<file path="src/rtl/nvm_ctrl_pkg.sv">
`timescale 1ns/1ps
package nvm_ctrl_pkg;
  typedef enum logic [1:0] {PH_IDLE, PH_READ, PH_WRITE, PH_RECOV} phase_e;

  function automatic int unsigned ns2cyc(int unsigned ns, int unsigned clk_ns);
    return (ns + clk_ns - 1) / clk_ns;
  endfunction

  function automatic int unsigned umax(int unsigned a, int unsigned b);
    return (a > b) ? a : b;
  endfunction

  function automatic int unsigned usub0(int unsigned a, int unsigned b);
    return (a > b) ? a - b : 0;
  endfunction
endpackage

</file>
<file path="src/rtl/nvm_phase_timer.sv">
`timescale 1ns/1ps
module nvm_phase_timer #(
  parameter int unsigned CNT_W = 4
) (
  input  logic             clk_i,
  input  logic             rst_ni,
  input  logic             load_i,
  input  logic [CNT_W-1:0] load_val_i,
  output logic             zero_o
);
  logic [CNT_W-1:0] cnt_q;

  always_ff @(posedge clk_i or negedge rst_ni) begin
    if (!rst_ni)              cnt_q <= '0;
    else if (load_i)          cnt_q <= load_val_i;
    else if (cnt_q != '0)     cnt_q <= cnt_q - 1'b1;
  end

  assign zero_o = (cnt_q == '0);
endmodule

</file>
<file path="src/rtl/nvm_strobe_seq.sv">
`timescale 1ns/1ps
module nvm_strobe_seq
  import nvm_ctrl_pkg::*;
#(
  parameter int unsigned RD_LOW = 4,
  parameter int unsigned WR_LOW = 2,
  parameter int unsigned RD_GAP = 1,
  parameter int unsigned WR_GAP = 2,
  parameter int unsigned CNT_W  = 3
) (
  input  logic clk_i,
  input  logic rst_ni,
  input  logic accept_i,
  input  logic we_i,
  output logic busy_o,
  output logic cap_o,
  output logic wr_end_o,
  output logic ce_no,
  output logic we_no,
  output logic oe_no
);
  phase_e           ph_q;
  logic             zero;
  logic             load;
  logic [CNT_W-1:0] load_val;

  assign cap_o    = (ph_q == PH_READ)  && zero;
  assign wr_end_o = (ph_q == PH_WRITE) && zero;
  assign busy_o   = (ph_q != PH_IDLE);

  always_comb begin
    load     = 1'b0;
    load_val = '0;
    if (accept_i) begin
      load     = 1'b1;
      load_val = we_i ? CNT_W'(WR_LOW - 1) : CNT_W'(RD_LOW - 1);
    end else if (cap_o) begin
      load     = 1'b1;
      load_val = CNT_W'(RD_GAP - 1);
    end else if (wr_end_o) begin
      load     = 1'b1;
      load_val = CNT_W'(WR_GAP - 1);
    end
  end

  nvm_phase_timer #(.CNT_W(CNT_W)) u_timer (
    .clk_i      (clk_i),
    .rst_ni     (rst_ni),
    .load_i     (load),
    .load_val_i (load_val),
    .zero_o     (zero)
  );

  always_ff @(posedge clk_i or negedge rst_ni) begin
    if (!rst_ni) begin
      ph_q  <= PH_IDLE;
      ce_no <= 1'b1;
      we_no <= 1'b1;
      oe_no <= 1'b1;
    end else begin
      unique case (ph_q)
        PH_IDLE: if (accept_i) begin
          ph_q  <= we_i ? PH_WRITE : PH_READ;
          ce_no <= 1'b0;
          we_no <= !we_i;
          oe_no <= we_i;   // output drive stays off for writes
        end
        PH_READ, PH_WRITE: if (zero) begin
          ph_q  <= PH_RECOV;
          ce_no <= 1'b1;
          we_no <= 1'b1;
          oe_no <= 1'b1;
        end
        PH_RECOV: if (zero) ph_q <= PH_IDLE;
        default: ph_q <= PH_IDLE;
      endcase
    end
  end
endmodule

</file>
<file path="src/rtl/nvm_bus_dpath.sv">
`timescale 1ns/1ps
module nvm_bus_dpath #(
  parameter int unsigned ADDR_W = 21,
  parameter int unsigned DATA_W = 8
) (
  input  logic              clk_i,
  input  logic              rst_ni,
  input  logic              accept_i,
  input  logic              we_i,
  input  logic [ADDR_W-1:0] addr_i,
  input  logic [DATA_W-1:0] wdata_i,
  input  logic              cap_i,
  input  logic              wr_end_i,
  input  logic [DATA_W-1:0] dq_i,
  output logic [ADDR_W-1:0] addr_o,
  output logic [DATA_W-1:0] dq_o,
  output logic              dq_en_o,
  output logic              rsp_valid_o,
  output logic [DATA_W-1:0] rsp_rdata_o
);
  always_ff @(posedge clk_i or negedge rst_ni) begin
    if (!rst_ni) begin
      addr_o      <= '0;
      dq_o        <= '0;
      dq_en_o     <= 1'b0;
      rsp_valid_o <= 1'b0;
      rsp_rdata_o <= '0;
    end else begin
      rsp_valid_o <= cap_i;
      if (cap_i) rsp_rdata_o <= dq_i;
      if (accept_i) begin
        addr_o <= addr_i;
        if (we_i) dq_o <= wdata_i;
      end
      if (accept_i && we_i) dq_en_o <= 1'b1;
      else if (wr_end_i)    dq_en_o <= 1'b0;
    end
  end
endmodule

</file>
<file path="src/rtl/async_nvm_ctrl.sv">
`timescale 1ns/1ps
module async_nvm_ctrl
  import nvm_ctrl_pkg::*;
#(
  parameter int unsigned ADDR_W   = 21,
  parameter int unsigned DATA_W   = 8,
  parameter int unsigned CLK_NS   = 10,
  parameter int unsigned T_CYC_NS = 35,
  parameter int unsigned T_ACC_NS = 35,
  parameter int unsigned T_OE_NS  = 15,
  parameter int unsigned T_WP_NS  = 15,
  parameter int unsigned T_AW_NS  = 18,
  parameter int unsigned T_DS_NS  = 10,
  parameter int unsigned T_REC_NS = 12,
  parameter int unsigned T_HI_NS  = 2
) (
  input  logic              clk_i,
  input  logic              rst_ni,
  input  logic              pwr_ok_i,
  input  logic              req_valid_i,
  output logic              req_ready_o,
  input  logic              req_we_i,
  input  logic [ADDR_W-1:0] req_addr_i,
  input  logic [DATA_W-1:0] req_wdata_i,
  output logic              rsp_valid_o,
  output logic [DATA_W-1:0] rsp_rdata_o,
  output logic              mem_ce_no,
  output logic              mem_we_no,
  output logic              mem_oe_no,
  output logic [ADDR_W-1:0] mem_addr_o,
  output logic [DATA_W-1:0] mem_dq_o,
  output logic              mem_dq_en_o,
  input  logic [DATA_W-1:0] mem_dq_i
);
  localparam int unsigned CYC_CNT = ns2cyc(T_CYC_NS, CLK_NS);
  localparam int unsigned HI_CNT  = umax(ns2cyc(T_HI_NS, CLK_NS), 1);
  localparam int unsigned REC_CNT = ns2cyc(T_REC_NS, CLK_NS);
  localparam int unsigned RD_LOW  = umax(umax(ns2cyc(T_ACC_NS, CLK_NS), ns2cyc(T_OE_NS, CLK_NS)), 1);
  localparam int unsigned WR_LOW  = umax(umax(ns2cyc(T_WP_NS, CLK_NS), ns2cyc(T_AW_NS, CLK_NS)),
                                         umax(ns2cyc(T_DS_NS, CLK_NS), 1));
  localparam int unsigned RD_GAP  = umax(HI_CNT, usub0(CYC_CNT, RD_LOW));
  localparam int unsigned WR_GAP  = umax(umax(HI_CNT, REC_CNT), usub0(CYC_CNT, WR_LOW));
  localparam int unsigned MAX_CNT = umax(umax(RD_LOW, WR_LOW), umax(RD_GAP, WR_GAP));
  localparam int unsigned CNT_W   = $clog2(MAX_CNT + 1);

  logic busy, accept, cap, wr_end;

  assign req_ready_o = !busy && pwr_ok_i;
  assign accept      = req_valid_i && req_ready_o;

  nvm_strobe_seq #(
    .RD_LOW (RD_LOW),
    .WR_LOW (WR_LOW),
    .RD_GAP (RD_GAP),
    .WR_GAP (WR_GAP),
    .CNT_W  (CNT_W)
  ) u_seq (
    .clk_i    (clk_i),
    .rst_ni   (rst_ni),
    .accept_i (accept),
    .we_i     (req_we_i),
    .busy_o   (busy),
    .cap_o    (cap),
    .wr_end_o (wr_end),
    .ce_no    (mem_ce_no),
    .we_no    (mem_we_no),
    .oe_no    (mem_oe_no)
  );

  nvm_bus_dpath #(.ADDR_W(ADDR_W), .DATA_W(DATA_W)) u_dpath (
    .clk_i       (clk_i),
    .rst_ni      (rst_ni),
    .accept_i    (accept),
    .we_i        (req_we_i),
    .addr_i      (req_addr_i),
    .wdata_i     (req_wdata_i),
    .cap_i       (cap),
    .wr_end_i    (wr_end),
    .dq_i        (mem_dq_i),
    .addr_o      (mem_addr_o),
    .dq_o        (mem_dq_o),
    .dq_en_o     (mem_dq_en_o),
    .rsp_valid_o (rsp_valid_o),
    .rsp_rdata_o (rsp_rdata_o)
  );
endmodule

</file>
<file path="config.mk">
export PLATFORM = sky130hd
export DESIGN_NAME = async_nvm_ctrl
export DESIGN_NICKNAME = d
export VERILOG_FILES = /design/src/rtl/nvm_ctrl_pkg.sv /design/src/rtl/nvm_phase_timer.sv /design/src/rtl/nvm_strobe_seq.sv /design/src/rtl/nvm_bus_dpath.sv /design/src/rtl/async_nvm_ctrl.sv
export SDC_FILE = /design/constraint.sdc
export NUM_CORES = 1
export LEC_CHECK = 0
export ABC_CLOCK_PERIOD_IN_PS = 5900
export BUFFER_PORTS_ARGS = -buffer_cell sky130_fd_sc_hd__buf_4
export CAP_MARGIN = 0
export CORE_ASPECT_RATIO = 0.7
export CORE_MARGIN = 1.5
export CORE_UTILIZATION = 50
export DETAILED_ROUTE_END_ITERATION = 6
export PLACE_DENSITY = 0.83
export SYNTH_ARGS = -nofsm -noshare
export SYNTH_HDL_FRONTEND = slang
export SYNTH_HIERARCHICAL = 1
export SYNTH_SLANG_ARGS = --single-unit
</file>
<file path="constraint.sdc">
create_clock -name clk_i -period 5.9 [get_ports clk_i]
set_input_delay 1.18 -clock clk_i [delete_from_list [all_inputs] [get_ports clk_i]]
set_output_delay 1.18 -clock clk_i [all_outputs]
set_load 0.05 [all_outputs]
</file>
* Word level (Yosys, flattened, before mapping)
Cells that the tools add are included.
** Storage, ports and cells
- Bits of input ports :: 42
- RAM bits :: 0
- Register bits after elaboration :: 47
- Latch bits :: 0
- Memories kept :: 0
- Logic and storage cells :: 58
- Output and inout port bits :: 43
- Memory bits (read-only) :: 0
** Operators by class
- $add $sub $neg :: 1
- Equal/unequal tests :: 6
- $lt $le $gt $ge :: 0
- Reductions and logical operators :: 18
- Div/mod/pow operators :: 0
- Multipliers :: 0
- Bitwise gates (word level) :: 0
- Shift-type cells :: 0
- Multiplexer cells :: 23
** Operators with widths (count)
- $mux W3 :: 4
- $mux W1 :: 10
- $mux W2 :: 5
- $reduce_bool A2 Y1 :: 4
- $ne A2 B1 Y1 const B :: 3
- $pmux W1 S2 :: 3
- $pmux W2 S3 :: 1
- $reduce_and A3 Y1 :: 2
- $logic_and A1 B1 Y1 :: 5
- $eq A2 B2 Y1 const B :: 2
- $logic_not A3 Y1 :: 1
- $reduce_bool A3 Y1 :: 1
- $sub A3 B1 Y3 const B :: 1
- $eq A2 B1 Y1 const B :: 1
- $logic_not A1 Y1 :: 2
- $logic_not A2 Y1 :: 1
- $reduce_and A2 Y1 :: 1
- $reduce_or A2 Y1 :: 1

* Depth between registers and ports, before layout
Gate-level depths: netlist (run 1).
- Word-level depth :: 6
- Mapped depth :: 8
- Depth with buffers taken out :: 8

* Cells and area by module
The synthesis (run 1) kept the hierarchy.
** Modules (own cells, without submodules)
- nvm_bus_dpath :: sequential area each 975.9 sq um, area each 1427.6 sq um, times used 1, cells an instance 82
- nvm_strobe_seq :: sequential area each 128.9 sq um, area each 367.9 sq um, times used 1, cells an instance 39
- nvm_phase_timer :: sequential area each 75.1 sq um, area each 201.4 sq um, times used 1, cells an instance 21
- async_nvm_ctrl :: sequential area each 0.0 sq um, area each 15.0 sq um, times used 1, cells an instance 2

* Worst setup path after synthesis (run 1)
Ideal clock, no wire load.
- Path kind :: in2out
- Start :: input port pwr_ok_i
- End :: output port req_ready_o
- Required time :: 4.720 ns
- Stages :: 1
- Arrival time :: 1.887 ns
- Buffers on the path :: 0
- Slack :: 2.833 ns
- Cell sequence :: nor2b_1
** On the way
- Word-level cells in the longest chain between the ends :: 1
** RTL lines
- start: declaration :: line async_nvm_ctrl.sv:19 : input logic pwr_ok_i,
- $logic_and A1 B1 Y1 :: line async_nvm_ctrl.sv:48 : assign req_ready_o = !busy && pwr_ok_i;
- end: declaration :: line async_nvm_ctrl.sv:21 : output logic req_ready_o,
No other way between the ends.

* Worst setup path after layout (run 1)
Ends and elaborated chain as after synthesis.

==> run metrics, run 1 <==
status completed; gpl congestion 0.813; # resized after CTS 0; layout cells sized above 1 0.590; post-synth cell types 30; clk sink count 47; highest clock rate 361 MHz; GR Layer Usage met1 0.252; Clk pin slew, worst setup/hold paths 0.08 ns; Initial DRT Pass Iterations 4; Area contributors post-synth dfrtp_1 55%, mux2_2 21%, ha_1 4.4%; share of the synthesized area in the top cell type 0.547; final slew viol count 0; clk buf depth 2; area delta synth->final 38.7%; grt total ovfl 0; IO Pins 85; slowest CP cell buf_4; routed vias 1403; first-pass GRT wire length 6.47 mm; prevailing post-synth register cell dfrtp_1; setup bufs post-CTS 0; met3 Use GR 0.0607; endpoints failing setup 0; Worst EP required 4.72 ns; DP Wirelength 2.90 mm; final worst setup slack 3.13 ns; Slowest Stage Delay on Critical Path 0.18 ns; Final ANT Viol Nets 0; Hold Slack 0.511 ns; Reg2Reg Depth 8; register area share after synthesis 0.586; most used routing layer met2; Post-Place Cells 278; Worst Hold Path Cells 1; height of the die 56.1 um; H-tree levels 2; post-synthesis register bit count 47; EDFF count, synth 0; antenna diode count 0; Synth warnings 6; final-report hold violation count 0; final cell count without fillers 286; pre-CTS setup slack 3.13 ns; vias in the first global route 1461; number of fill cells in the layout 286; most frequent CP cell buf_4; Core Box Area 0.00390 mm2; Die W 78.8 um; total die area 0.00442 mm2; WL per Instance 13.3 um; Post-CTS Hold Fix Bufs 0; Worst Path Arrival 1.59 ns; most common cell in the netlist dfrtp_1; cts bufs inserted 5; Rows 19; Root Driver clkbuf_8; Hold WC Path Type register to register; asr flop ratio synth 1.00; Setup CP Type primary input to primary output; post-synth net total 193; largest net degree at the start of global routing 48; Post-Syn Area 0.00201 mm2; crit path max fanout 2; clk_lat worst skew 0.29 ns; top cells by instance count after synthesis 44 x dfrtp_1, 38 x mux2_2, 10 x inv_1; initial antenna violation count 0; Final Net Count 282; grt met2 use 0.302; TritonCTS clock tree done; number of max-cap violations 0; worst rel slew slack 0.619; TNS Setup 0 ns; Routed WL 3.81 mm; vias per inst 4.91; RSZ-0062 raised after global routing no; worst clock skew 0.00395 ns; DRT iter0 DRCs 72; GRT Overall Usage 0.187; starting density of the core 0.516; CP Capture Type primary output; Worst-Margin Slew 0.572 ns; Yosys top cell by area dfrtp_1; min Tclk post-route 2.77 ns; crit path launch type primary input; Syn Inst Count 144; Residual DRC 0; syn_area_per_cell 14.0 um2; worst-path cell chain buf_4 > nor2b_1 > buf_4; part of the cycle the worst path needs 0.469; PortBufs 84
-- sequential cells by signal (all words and copies together), names as in the netlist --
| name | cells |
|---|---|
| u_dpath/rsp_valid_o | 1 |
| u_dpath/dq_en_o | 1 |
| u_dpath/addr_o | 21 |
| u_dpath/rsp_rdata_o | 8 |
| u_seq/oe_no | 1 |
| u_seq/ph_q | 2 |
| u_dpath/dq_o | 8 |
| u_seq/u_timer/cnt_q | 3 |
| u_seq/ce_no | 1 |
| u_seq/we_no | 1 |
-- layout by cell type (no fill, tap or decap), types with 2 or more instances in the layout --
| cell | n |
|---|---|
| clkbuf_8 | 6 |
| nor2b_1 | 5 |
| mux2_2 | 38 |
| o21ai_0 | 3 |
| ha_1 | 7 |
| nor2_1 | 3 |
| buf_4 | 85 |
| a21oi_1 | 4 |
| mux2i_1 | 3 |
| o22ai_1 | 2 |
| dfstp_2 | 3 |
| inv_1 | 10 |
| dfrtp_1 | 44 |
| nand2b_1 | 2 |
| nor4b_1 | 2 |
-- layout make-up --
| class | instances | area [um2] | area share |
|---|---|---|---|
| inverters | 11 | 41.3 | 0.0148 |
| repair buffers | 85 | 638 | 0.229 |
| clock inverters | 1 | 8.76 | 0.00314 |
| clock buffers | 7 | 86.3 | 0.0309 |
| flip-flops and latches | 47 | 1180 | 0.423 |
| multi-input cells | 83 | 771 | 0.276 |
| well taps | 52 | 65.1 | 0.0233 |
-- metrics by stage --
stage | area (um2) | util
6_report | 2790 | 0.716
5_1_grt | 2790 | 0.716
4_1_cts | 2790 | 0.716
3_5_place_dp | 2700 | 0.691
3_3_place_gp | 2700 | 0.691
2_1_floorplan | 2010 | -
-- path summary, 6_finish.rpt --
path	from	end	slack, ns
setup reg to reg	u_seq/ph_q[0]$_DFFE_PN0P_	u_seq/u_timer/cnt_q[0]$_DFFE_PN0P_	3.58
min in group asynchronous	rst_ni	u_dpath/addr_o[12]$_DFFE_PN0P_	0.88
hold / removal	u_dpath/rsp_rdata_o[3]$_DFFE_PN0P_	u_dpath/rsp_rdata_o[3]$_DFFE_PN0P_	0.51
max in group asynchronous	rst_ni	u_seq/we_no$_DFFE_PN1P_	4.62
setup / recovery	pwr_ok_i	req_ready_o	3.13
hold reg to reg	u_dpath/rsp_rdata_o[3]$_DFFE_PN0P_	u_dpath/rsp_rdata_o[3]$_DFFE_PN0P_	0.51
-- critical path: cells and delay by family --
kind	cells	cell delay, ns
buf+inv	2	0.29
simple gates	1	0.12
-- cell families after synthesis --
| logic type | share of synthesized area |
|---|---|
| DFF | 0.586 |
| and+or+nand+nor | 0.0647 |
| muxes | 0.228 |
| AOI/OAI and AO/OA | 0.0454 |
| adders and majority gates | 0.0435 |
| other | 0.00186 |
| buffers and inverters | 0.0305 |
-- layer usage --
metal | part of all wire | wire [um] | vias to the layer above
met1 | 0.48 | 1810 | 665
met2 | 0.43 | 1630 | 59
li1 | - | - | 675
met4 | 0.0076 | 29 | 0
met3 | 0.089 | 339 | 4
met5 | 0 | 0 | -
Power of run 1 is not shown: default switching activity piles up to over one toggle a cycle in this logic, so the estimate is an artifact.
==> inputs of run 2 (changes only) <==
--- a/config.mk
+++ b/config.mk
@@ -5,14 +5,15 @@
 export SDC_FILE = /design/constraint.sdc
 export NUM_CORES = 1
 export LEC_CHECK = 0
-export ABC_CLOCK_PERIOD_IN_PS = 5900
+export ABC_AREA = 1
+export ABC_CLOCK_PERIOD_IN_PS = 2300
 export BUFFER_PORTS_ARGS = -buffer_cell sky130_fd_sc_hd__buf_4
 export CAP_MARGIN = 0
 export CORE_ASPECT_RATIO = 0.7
 export CORE_MARGIN = 1.5
-export CORE_UTILIZATION = 50
+export CORE_UTILIZATION = 44
 export DETAILED_ROUTE_END_ITERATION = 6
-export PLACE_DENSITY = 0.83
+export PLACE_DENSITY = 0.76
 export SYNTH_ARGS = -nofsm -noshare
 export SYNTH_HDL_FRONTEND = slang
 export SYNTH_HIERARCHICAL = 1
==> constraint.sdc (replaced) <==
create_clock -name clk_i -period 2.3 [get_ports clk_i]
set_input_delay 0.46 -clock clk_i [delete_from_list [all_inputs] [get_ports clk_i]]
set_output_delay 0.46 -clock clk_i [all_outputs]
set_load 0.05 [all_outputs]
==> run 2 against run 1 <==
Against the previous run: flip-flop and latch count unchanged; core utilization down 9.9 points; sequential share of layout area down 2.9 points; critical path depth up 4; critical path type is now register to primary output; critical endpoint unchanged.
==> run metrics, run 2 <==
status completed; post-synth net total 302 (+56%); post-synthesis adder-cell area fraction 0.0387 (-0.00488); cts bufs inserted 5 (unchanged); commonest non-fill, non-tap cell in the layout buf_4; H-tree levels 2 (unchanged); r2r setup slk 0.53 ns (-3.05 ns); part of the cycle the worst path needs 0.844; Worst Path Arrival 1.48 ns (-0.11 ns); met3 Use GR 0.0621 (+0.00143); routed vias 1822 (+30%); CP Capture Type primary output; prevailing post-synth register cell dfrtp_1; Largest register FFs 21 (unchanged); Hold WC Path Type primary input to async pin; commonest cells after routing, fill and taps aside 84 x buf_4, 81 x nand2_1, 47 x inv_1; highest clock rate 515 MHz; initial antenna violation count 0 (unchanged); clk_lat worst skew 0.29 ns (about the same); total die area 0.00560 mm2 (+27%); crit path max fanout 4 (+2); clk buf depth 2 (unchanged); Residual DRC 0 (unchanged); Synth Area in Compound Gates 0.112 (+0.0667); largest net degree at the start of global routing 52 (+8.3%); clk sink count 47 (unchanged); GR Layer Usage met1 0.231 (-0.0206); Die W 88.8 um (+13%); Root Driver clkbuf_8; Worst-Margin Slew 0.582 ns (+0.00942 ns); IO Pins 85 (unchanged); mux contribution to synthesized area 0 (-0.228); Synth warnings 6 (unchanged); Critical Path End req_ready_o; most used routing layer met2; Area contributors post-synth dfrtp_1 49%, nand2_1 13%, o21ai_2 8.1%; Yosys top cell by area dfrtp_1; Post-Synth XOR/XNOR Area 0 (unchanged); largest family of logic cells by synthesized area simple AND/OR/NAND/NOR gates; Simple-Gate Fraction of Synth Area 0.198 (+0.133); most common cell in the netlist nand2_1; grt met2 use 0.256 (-0.0460); Post-Syn Area 0.00227 mm2 (+13%); vias per inst 4.48 (-8.7%); Routed WL 4.37 mm (+15%); Setup CP Type register to primary output; Final Net Count 386 (+37%); layout cells sized above 1 0.373 (-0.217); TritonCTS clock tree done; number of max-cap violations 0 (unchanged); Syn Inst Count 253 (+76%); share of the synthesized area in the top cell type 0.486 (-0.0613); leakage 1.63 nW; worst setup path startpoint u_seq/ph_q[0]$_DFFE_PN0P_; EDFF count, synth 0 (unchanged); reg-to-reg endpoint u_dpath/dq_o[7]$_DFFE_PN0P_; RSZ-0062 raised after global routing no; Clk pin slew, worst setup/hold paths 0.08 ns (about the same); worst clock skew 0.00443 ns (+0.000479 ns); post-synth cell types 21 (-30%); WL per Instance 10.7 um (-19%); R2R Path Start u_seq/ph_q[0]$_DFFE_PN0P_; # resized after CTS 0 (unchanged); gpl congestion 0.861 (+5.9%); min Tclk post-route 1.94 ns; starting density of the core 0.466 (-0.0499); vias in the first global route 1745 (+19%); final-report hold violation count 0 (unchanged); DP Wirelength 3.28 mm (+13%); DRT iter0 DRCs 70 (-2.8%); Post-Route Utilization 0.617 (-0.0987); first-pass GRT wire length 7.42 mm (+15%); grt total ovfl 0 (unchanged); asr flop ratio synth 1.00 (unchanged); Max IR drop VDD 854 uV; height of the die 63.0 um (+12%); Cell Pwr Density 1700 mW/mm2; area delta synth->final 32.4%; GRT Overall Usage 0.169 (-0.0179); endpoints failing setup 0 (unchanged); Worst EP required 1.84 ns (-2.88 ns); PortBufs 84 (unchanged); post-synthesis register bit count 47 (unchanged); Final ANT Viol Nets 0 (unchanged); top cells by instance count after synthesis 81 x nand2_1, 47 x inv_1, 44 x dfrtp_1; crit path launch type register; Post-CTS Hold Fix Bufs 0 (unchanged); register area share after synthesis 0.521 (-0.0657); Core Box Area 0.00486 mm2 (+25%); TNS Setup 0 ns (unchanged); Top reg by flops u_dpath/addr_o; syn_area_per_cell 8.96 um2 (-36%); worst rel slew slack 0.612 (-0.00628); setup bufs post-CTS 0 (unchanged); Reg2Reg Depth 10 (+2); biggest registers after layout u_dpath/addr_o (21), u_dpath/dq_o (8), u_dpath/rsp_rdata_o (8); Rows 21 (+2); final slew viol count 0 (unchanged); Initial DRT Pass Iterations 4 (unchanged); antenna diode count 0 (unchanged)
==> run 2: changes by cell type in the layout (fill, tap and decap cells not counted), sizes merged, moves of 2 or more <==
cell | before | now
o21ai | 3 | 34
nand4 | 0 | 2
nand3 | 0 | 14
mux2 | 38 | 0
and2 | 2 | 0
inv | 11 | 49
a21oi | 4 | 1
nor4b | 2 | 0
nand2 | 2 | 86
nor2b | 5 | 0
mux2i | 3 | 0
o22ai | 3 | 0
nand2b | 2 | 0
==> run 2: kinds of logic after synthesis <==
group,count (synthesis)
other,1
AND/OR/NAND/NOR,106
flip-flops,47
adder cells (fa/ha/maj),7
buffers and inverters,57
AO/OA/AOI/OAI,35
==> run 2: area by class of cell <==
class / instances / area [um2]
Multi-Input combinational cell: 149 / 798
Clock buffer: 8 / 100
Sequential cell: 47 / 1180
Fill cell: 419 / 1860
Inverter: 49 / 184
Tap cell: 69 / 86.3
Timing Repair Buffer: 85 / 651
==> run 2: worst min path at each step <==
| stage | to | slack (ns) | cells past startpoint | from |
|---|---|---|---|---|
| final | u_dpath/dq_o[0]$_DFFE_PN0P_ | 0.16 | 1 | rst_ni |
| after global routing | u_dpath/addr_o[11]$_DFFE_PN0P_ | 0.21 | 1 | rst_ni |
| after CTS | u_dpath/addr_o[16]$_DFFE_PN0P_ | 0.19 | 1 | rst_ni |
| after detailed placement | u_seq/ce_no$_DFFE_PN1P_ | 0.46 | 2 | u_seq/ce_no$_DFFE_PN1P_ |
| after global placement | u_seq/ce_no$_DFFE_PN1P_ | 0.45 | 2 | u_seq/ce_no$_DFFE_PN1P_ |
| after floorplan | u_dpath/addr_o[0]$_DFFE_PN0P_ | 0.16 | 0 | rst_ni |
==> run 2: worst max-delay path, stage by stage (launching register included) <==
cell and delay [ns]:
dfrtp_1 0.42, inv_1 0.11, ha_1 0.22, inv_1 0.08, inv_1 0.06, nand2_2 0.06, inv_1 0.05, buf_4 0.18
==> run 2: power by group <==
group / switching (mW) / internal (mW) / total (mW)
registers: 0.230 / 1.25 / 1.48
logic: 2.16 / 0.925 / 3.09
clock network: 0.251 / 0.274 / 0.526
total: 2.64 / 2.45 / 5.09
==> run 2: layer usage <==
metal / vias to the layer above / share of wire
met1: 802 / 0.50
li1: 941 / -
met3: 4 / 0.096
met5: - / 0
met4: 0 / 0.0039
met2: 75 / 0.40
==> run 2: metrics by stage <==
step / hold slack [ns] / power (mW) / worst slack (ns) / cell area [um2] / instances
6_report: 0.164 / 5.09 / 0.360 / 3000 / 407
5_1_grt: 0.209 / 5.45 / 0.257 / 3000 / 407
4_1_cts: 0.187 / 5.13 / 0.338 / 3000 / 407
3_5_place_dp: 0.456 / 4.60 / 0.526 / 2900 / 399
3_3_place_gp: 0.453 / 4.55 / 0.595 / 2900 / 399
2_1_floorplan: 0.164 / 3.75 / 0.658 / 2270 / 253
(Power assumes the default switching activity.)
